### config.mk
export PLATFORM = sky130hd
export DESIGN_NAME = dual_order_ser_adc
export DESIGN_NICKNAME = d
export VERILOG_FILES = /design/src/rtl/dso_pkg.sv /design/src/rtl/dso_sync_edge.sv /design/src/rtl/dso_setup_timer.sv /design/src/rtl/dso_word_src.sv /design/src/rtl/dso_sequencer.sv /design/src/rtl/dual_order_ser_adc.sv
export SDC_FILE = /design/constraint.sdc
export NUM_CORES = 1
export LEC_CHECK = 0
export BUFFER_PORTS_ARGS = -buffer_cell sky130_fd_sc_hd__clkbuf_2
export CORE_MARGIN = 5
export CORE_UTILIZATION = 55
export DETAILED_ROUTE_END_ITERATION = 6
export PLACE_DENSITY_LB_ADDON = 0.05
export SLEW_MARGIN = 10
export SYNTH_ARGS = -nofsm -noshare
export SYNTH_HDL_FRONTEND = slang
export SYNTH_SLANG_ARGS = --single-unit
### constraint.sdc
create_clock -name clk -period 5.2 [get_ports clk]
set_input_delay 0.26 -clock clk [delete_from_list [all_inputs] [get_ports clk]]
set_output_delay 0.26 -clock clk [all_outputs]
set_load 0.05 [all_outputs]
### src/rtl/dso_pkg.sv
package dso_pkg;
   typedef enum logic [2:0] {
      PH_IDLE = 3'd0,
      PH_WAIT = 3'd1,
      PH_DOWN = 3'd2,
      PH_UP   = 3'd3,
      PH_DONE = 3'd4
   } dso_phase_e;
endpackage

### src/rtl/dso_sync_edge.sv
module dso_sync_edge #(
   parameter int   STAGES    = 2,
   parameter logic RESET_VAL = 1'b0
) (
   input  logic clk,
   input  logic rst_n,
   input  logic d_in,
   output logic level_o,
   output logic rise_o,
   output logic fall_o
);
   if (STAGES < 2) begin : g_bad_stages
      $error("dso_sync_edge: STAGES must be at least 2");
   end

   logic [STAGES-1:0] chain_q;
   logic              prev_q;

   always_ff @(posedge clk or negedge rst_n) begin
      if (!rst_n) begin
         chain_q <= {STAGES{RESET_VAL}};
         prev_q  <= RESET_VAL;
      end else begin
         chain_q <= {chain_q[STAGES-2:0], d_in};
         prev_q  <= chain_q[STAGES-1];
      end
   end

   assign level_o = chain_q[STAGES-1];
   assign rise_o  = ~prev_q &  chain_q[STAGES-1];
   assign fall_o  =  prev_q & ~chain_q[STAGES-1];
endmodule

### src/rtl/dso_setup_timer.sv
module dso_setup_timer #(
   parameter int SETUP_CYCLES = 16
) (
   input  logic clk,
   input  logic rst_n,
   input  logic sel_low_i,
   output logic ready_o
);
   if (SETUP_CYCLES < 1) begin : g_bad_setup
      $error("dso_setup_timer: SETUP_CYCLES must be at least 1");
   end

   localparam int CNT_W = $clog2(SETUP_CYCLES + 1);
   localparam logic [CNT_W-1:0] LIMIT = CNT_W'(SETUP_CYCLES);

   logic [CNT_W-1:0] cnt_q;

   always_ff @(posedge clk or negedge rst_n) begin
      if (!rst_n) begin
         cnt_q <= '0;
      end else if (!sel_low_i) begin
         cnt_q <= '0;
      end else if (cnt_q != LIMIT) begin
         cnt_q <= cnt_q + CNT_W'(1);
      end
   end

   assign ready_o = (cnt_q == LIMIT);

   AST_READY_NEEDS_SELECT: assert property (@(posedge clk) disable iff (!rst_n)
      ready_o |-> $past(sel_low_i));
endmodule

### src/rtl/dso_word_src.sv
module dso_word_src #(
   parameter int DATA_W  = 12,
   parameter bit USE_SAR = 1'b0,
   localparam int IDX_W  = $clog2(DATA_W)
) (
   input  logic              clk,
   input  logic              rst_n,
   input  logic              capture_i,
   input  logic              start_i,
   input  logic              step_i,
   input  logic [IDX_W-1:0]  idx_i,
   input  logic [DATA_W-1:0] result_i,
   input  logic              cmp_i,
   output logic [DATA_W-1:0] word_o,
   output logic              down_bit_o,
   output logic [DATA_W-1:0] trial_o
);
   localparam logic [IDX_W-1:0] TOP_IDX = IDX_W'(DATA_W - 1);

   logic [DATA_W-1:0] word_q;

   if (USE_SAR) begin : g_sar
      logic [DATA_W-1:0] word_nxt;
      logic              unused_sar;
      assign unused_sar = ^{capture_i, result_i};

      always_comb begin
         word_nxt        = word_q;
         word_nxt[idx_i] = cmp_i;
         if (idx_i != '0) begin
            word_nxt[idx_i - IDX_W'(1)] = 1'b1;
         end
      end

      always_ff @(posedge clk or negedge rst_n) begin
         if (!rst_n) begin
            word_q <= '0;
         end else if (start_i) begin
            word_q          <= '0;
            word_q[TOP_IDX] <= 1'b1;
         end else if (step_i) begin
            word_q <= word_nxt;
         end
      end

      assign down_bit_o = cmp_i;
      assign trial_o    = word_q;

      AST_TRIAL_BIT_SET: assert property (@(posedge clk) disable iff (!rst_n)
         step_i |-> word_q[idx_i]);
   end else begin : g_latch
      logic unused_latch;
      assign unused_latch = ^{start_i, step_i, cmp_i};

      always_ff @(posedge clk or negedge rst_n) begin
         if (!rst_n) begin
            word_q <= '0;
         end else if (capture_i) begin
            word_q <= result_i;
         end
      end

      assign down_bit_o = word_q[idx_i];
      assign trial_o    = '0;

      AST_WORD_HELD: assert property (@(posedge clk) disable iff (!rst_n)
         !capture_i |=> $stable(word_q));
   end

   assign word_o = word_q;
endmodule

### src/rtl/dso_sequencer.sv
module dso_sequencer
   import dso_pkg::*;
#(
   parameter int DATA_W = 12,
   localparam int IDX_W = $clog2(DATA_W)
) (
   input  logic              clk,
   input  logic              rst_n,
   input  logic              sel_high_i,
   input  logic              sclk_fall_i,
   input  logic              sclk_rise_i,
   input  logic              ready_i,
   input  logic [DATA_W-1:0] word_i,
   input  logic              down_bit_i,
   output logic              start_o,
   output logic              step_o,
   output logic [IDX_W-1:0]  idx_o,
   output logic              dout_o,
   output logic              oe_o,
   output logic              idle_o
);
   localparam logic [IDX_W-1:0] TOP_IDX = IDX_W'(DATA_W - 1);

   dso_phase_e       phase_q;
   logic [IDX_W-1:0] idx_q;
   logic             dout_q;
   logic             oe_q;

   assign start_o = sclk_fall_i && ready_i && (phase_q == PH_WAIT) && !sel_high_i;
   assign step_o  = sclk_fall_i && (phase_q == PH_DOWN) && !sel_high_i;

   always_ff @(posedge clk or negedge rst_n) begin
      if (!rst_n) begin
         phase_q <= PH_IDLE;
         idx_q   <= TOP_IDX;
         dout_q  <= 1'b0;
         oe_q    <= 1'b0;
      end else if (sel_high_i) begin
         phase_q <= PH_IDLE;
         idx_q   <= TOP_IDX;
         dout_q  <= 1'b0;
         oe_q    <= 1'b0;
      end else begin
         unique case (phase_q)
            PH_IDLE: phase_q <= PH_WAIT;
            PH_WAIT: begin
               if (start_o) begin
                  oe_q    <= 1'b1;
                  dout_q  <= 1'b0;
                  idx_q   <= TOP_IDX;
                  phase_q <= PH_DOWN;
               end
            end
            PH_DOWN: begin
               if (sclk_fall_i) begin
                  dout_q <= down_bit_i;
                  if (idx_q == '0) begin
                     idx_q   <= IDX_W'(1);
                     phase_q <= PH_UP;
                  end else begin
                     idx_q <= idx_q - IDX_W'(1);
                  end
               end
            end
            PH_UP: begin
               if (sclk_fall_i) begin
                  dout_q <= word_i[idx_q];
                  if (idx_q == TOP_IDX) begin
                     phase_q <= PH_DONE;
                  end else begin
                     idx_q <= idx_q + IDX_W'(1);
                  end
               end
            end
            PH_DONE: begin
               if (sclk_fall_i) begin
                  oe_q   <= 1'b0;
                  dout_q <= 1'b0;
               end
            end
            default: phase_q <= PH_IDLE;
         endcase
      end
   end

   assign idx_o  = idx_q;
   assign dout_o = dout_q;
   assign oe_o   = oe_q;
   assign idle_o = (phase_q == PH_IDLE);

   AST_OE_NEEDS_EDGE: assert property (@(posedge clk) disable iff (!rst_n)
      $rose(oe_q) |-> $past(sclk_fall_i));
   AST_NULL_LEADS: assert property (@(posedge clk) disable iff (!rst_n)
      $rose(oe_q) |-> (dout_q == 1'b0));
   AST_EARLY_EDGE_IGNORED: assert property (@(posedge clk) disable iff (!rst_n)
      (sclk_fall_i && !ready_i && !oe_q) |=> !oe_q);
   AST_RELEASE_ON_DESELECT: assert property (@(posedge clk) disable iff (!rst_n)
      sel_high_i |=> (!oe_q && idle_o));
   AST_RISE_NO_CHANGE: assert property (@(posedge clk) disable iff (!rst_n)
      (sclk_rise_i && !sel_high_i) |=> ($stable(dout_q) && $stable(oe_q)));
   AST_SINGLE_TURNAROUND: assert property (@(posedge clk) disable iff (!rst_n)
      (phase_q == PH_UP) |-> (idx_q != '0));
endmodule

### src/rtl/dual_order_ser_adc.sv
module dual_order_ser_adc #(
   parameter int DATA_W       = 12,
   parameter int SYNC_STAGES  = 2,
   parameter int SETUP_CYCLES = 16,
   parameter bit USE_SAR      = 1'b0
) (
   input  logic              clk,
   input  logic              rst_n,
   input  logic              cs_n,
   input  logic              sclk,
   input  logic [DATA_W-1:0] result_in,
   input  logic              cmp_in,
   output logic [DATA_W-1:0] trial_word,
   output logic              dout_val,
   output logic              dout_oe,
   output logic              idle_lp
);
   if (DATA_W < 2) begin : g_bad_width
      $error("dual_order_ser_adc: DATA_W must be at least 2");
   end

   localparam int IDX_W = $clog2(DATA_W);

   logic              sel_high, sel_rise, sel_fall;
   logic              sclk_lvl, sclk_rise, sclk_fall;
   logic              ready;
   logic              start, step, down_bit;
   logic [IDX_W-1:0]  idx;
   logic [DATA_W-1:0] word;
   logic              unused_top;

   assign unused_top = ^{sel_rise, sclk_lvl};

   dso_sync_edge #(.STAGES(SYNC_STAGES), .RESET_VAL(1'b1)) u_sync_cs (
      .clk(clk), .rst_n(rst_n), .d_in(cs_n),
      .level_o(sel_high), .rise_o(sel_rise), .fall_o(sel_fall));

   dso_sync_edge #(.STAGES(SYNC_STAGES), .RESET_VAL(1'b0)) u_sync_sclk (
      .clk(clk), .rst_n(rst_n), .d_in(sclk),
      .level_o(sclk_lvl), .rise_o(sclk_rise), .fall_o(sclk_fall));

   dso_setup_timer #(.SETUP_CYCLES(SETUP_CYCLES)) u_timer (
      .clk(clk), .rst_n(rst_n), .sel_low_i(~sel_high), .ready_o(ready));

   dso_word_src #(.DATA_W(DATA_W), .USE_SAR(USE_SAR)) u_word (
      .clk(clk), .rst_n(rst_n), .capture_i(sel_fall), .start_i(start),
      .step_i(step), .idx_i(idx), .result_i(result_in), .cmp_i(cmp_in),
      .word_o(word), .down_bit_o(down_bit), .trial_o(trial_word));

   dso_sequencer #(.DATA_W(DATA_W)) u_seq (
      .clk(clk), .rst_n(rst_n), .sel_high_i(sel_high),
      .sclk_fall_i(sclk_fall), .sclk_rise_i(sclk_rise), .ready_i(ready),
      .word_i(word), .down_bit_i(down_bit), .start_o(start), .step_o(step),
      .idx_o(idx), .dout_o(dout_val), .oe_o(dout_oe), .idle_o(idle_lp));
endmodule

==> flow_summary.yaml <==
final_layout:
  finalNonFillerCells: 220
  final_layout_size_suffix_gt1_share_pct: 31.25
  fin_nets: 196
  syn_to_final_growth_pct: 9.253
  antennaDiodeCount: 0
  fin_area_mm2: 0.001921
synthesis:
  synth-seq-cells: 32
  yosysSeqAreaShare_pct: 45.98
  synthDistinctLibCells: 46
  synth_top_area_share_pct: 37.01
  synth_edf_count: 0
  syn-cell-area_mm2: 0.001758
  synth.area.top_cells: "dfrtp_1, dfstp_2, mux2_2, buf_4, ha_1"
  synthTopCellsByCount: "dfrtp_1, mux2_2, buf_4, nor2_1, inv_1"
  avgSynthCellArea_um2: 11.06
  syn_inst: 159
  ys.warnings.count: 0
  yosysMostFrequentCell: "dfrtp_1"
  synth_flop_cell: "dfrtp_1"
  ys_async_sr_fraction_pct: 100.0
  synth_area_leader_cell: "dfrtp_1"
detailed_routing:
  routed.top_layer: "met4"
  viasPerCell: 5.405
  drt-initial-drc-count: 68
  dr_wl_met3_um: 199
  drc: 0
  wl_per_cell_um: 13.91
  vias: 1189
  route.met2.wl_um: 1508
  route.layer.met1.wl_um: 1305
  drtPass1Iterations: 4
  antenna_left: 0
  wl_um: 3061
power:
  p_sw_mw: 0.1515
  vdd_ir_drop_max_mv: 0.2048
  combPwrFrac_pct: 15.2
  internal-power_mw: 0.4372
  p_sw_share_pct: 25.73
  powerDensity_mw_per_mm2: 306.5
  fin_total_pwr_mw: 0.5887
  seq_power_share_pct: 49.6
  pwr-share-clk_pct: 35.2
  p_leak_nw: 0.8608
die:
  die_x_um: 66.54
  coreArea_mm2: 0.003053
  row_count: 20
  dieArea_mm2: 0.004427
  die_y_um: 66.54
  start_util_pct: 57.58
  io_pins: 32
critical_path:
  critPathLaunchType: "flop"
  critPathSlowestCell: "dfrtp_1"
  path_class: "flop to flop"
  cp_slowest_stage_delay_ps: 420
  cp_max_fo: 7
  path_buf_inv: 1
  arrival_ps: 2170
  required_ps: 5420
  path_cells: "inv_1 > ha_1 > nand4bb_4 > o2111a_2 > or2_1 > o41ai_2"
  crit_family: "compound AO/OA/AOI/OAI gates"
  endpoint_kind: "flop"
place:
  placed_cell_area_mm2: 0.001815
  gp_congestion: 0.8294
  dp.cells: 211
  portBuffers: 18
  dp_hpwl_um: 2278
clock_network:
  post_cts_buffers: 0
  cts.reportedPaths.clkPinSlew_ps: 90
  cts_max_level: 2
  insertion_delay_ps: 320
  cts.sinks: 32
  cts_buffers: 5
  cts_root_buf: "clkbuf_4"
  cts_tree: "done"
  ctsLongestPathBuffers: 2
sta:
  finalCritPeriodShare_pct: 37.53
  period_needed_ps: 1952
  whs_ps: -9.123
  hold_viol_final: 18
  finalClockSkew_ps: 3.679
  fin_tns_setup_ps: 0
  fmax_mhz: 512.4
  setup_viol: 0
  maxSlewHeadroom_pct: 34.67
  drv_slew: 0
  worst_pin_slew_ps: 977.9
  rsz0062_at_grt: "false"
grt:
  grt_start_max_net_pins: 33
  grtUsageTotal_pct: 16.64
  antenna_found_initial: 0
  grt_pass1_vias: 1238
  grt_pass1_wl_um: 5506
  grt_overflow_total: 0
job:
  cap_violations: 0
outcome:
  status: "complete, but fails checks"
  violations: "hold timing"
worst_hold_path:
  hold_path.class: "input pin to asynchronous set/reset pin"
## state kept, by name (all words and copies together) (netlist names)
register / cells
u_seq.dout_o: 1
u_seq.idx_o: 4
u_seq.oe_o: 1
u_seq.phase_q: 3
u_sync_cs.chain_q: 2
u_sync_cs.prev_q: 1
u_sync_sclk.chain_q: 2
u_sync_sclk.prev_q: 1
u_timer.cnt_q: 5
u_word.word_o: 12
## final timing paths
check	startpoint	endpoint	slack (ps)	cells after the start
max	u_timer.cnt_q[0]	u_seq.idx_o[2]	3250	6
min	rst_n	u_seq.idx_o[2]	-9	1
max reg2reg	u_timer.cnt_q[0]	u_seq.idx_o[2]	3250	6
min reg2reg	u_sync_cs.chain_q[0]	u_sync_cs.chain_q[1]	360	0
max in group asynchronous	rst_n	u_timer.cnt_q[3]	4730	1
min in group clk	sclk	u_sync_sclk.chain_q[0]	40	1
## cell families after synthesis
family          share of synthesized area [%]
flops                                   45.98
mux                                     12.60
other cells                            0.2133
buf+inv                                 8.826
compound gates                          12.17
fa+ha+maj                               2.847
simple gates                            15.37
xor+xnor                                1.993
## per-stage QoR
| stage | hold slack, ps | util (%) | worst slack, ps |
|---|---|---|---|
| 4_1_cts | 6.049 | 62.91 | 3221 |
| 3_3_place_gp | 335.1 | 59.47 | 3334 |
| 5_1_grt | 7.460 | 62.91 | 3089 |
| 3_5_place_dp | 345.7 | 59.47 | 3243 |
| 6_report | -9.123 | 62.91 | 3248 |
| 2_1_floorplan | -35.59 | - | 3449 |
## worst register-to-register path, stage by stage, from the launching register on
cell and delay (ps):
dfrtp_1 420, inv_1 100, ha_1 220, nand4bb_4 160
o2111a_2 340, or2_1 260, o41ai_2 340
## layer usage
metal | vias up | global-route usage (%)
li1 | 578 | -
met1 | 571 | 19.21
met2 | 34 | 28.50
met3 | 6 | 5.565
met4 | 0 | 6.091
met5 | - | 0
## cells in the final DEF, fill, tap and decap left out, drive strengths merged, types with 3 or more instances in the layout
master / instances
a211oi: 5
conb: 12
dfrtp: 26
ha: 4
clkbuf: 25
mux2: 13
nor3: 4
dfstp: 6
o21ai: 6
inv: 7
nor2: 11
mux2i: 3
nand2: 4
or2: 3
nand3: 3
a21oi: 6
nand3b: 3
## power by group through the flow
| stage | combinational [mW] | sequential, mW | clock, mW |
|---|---|---|---|
| after global routing | 0.0990 | 0.296 | 0.231 |
| after floorplan | 0.0862 | 0.285 | 0 |
| after detailed placement | 0.0903 | 0.297 | 0 |
| after global placement | 0.0874 | 0.295 | 0 |
| after CTS | 0.0909 | 0.292 | 0.216 |
| final | 0.0894 | 0.292 | 0.207 |
## final cells by class
class                           count  area [µm²]
Clock inverter                      1       30.03
Fill cell                         265        1132
Inverter                            7       26.28
Clock buffer                        7       65.06
Sequential cell                    32       808.3
Tap cell                           44       55.05
Multi-Input combinational cell    110       835.8
Timing Repair Buffer               19       100.1
## timing repair
action | CTS | global route
gates resized for setup | 0 | 0
hold buffers | 1 | 0
setup endpoints to repair | 0 | 0
endpoints found under the hold margin | 1 | 0
Power figures use the tool's default switching activity.
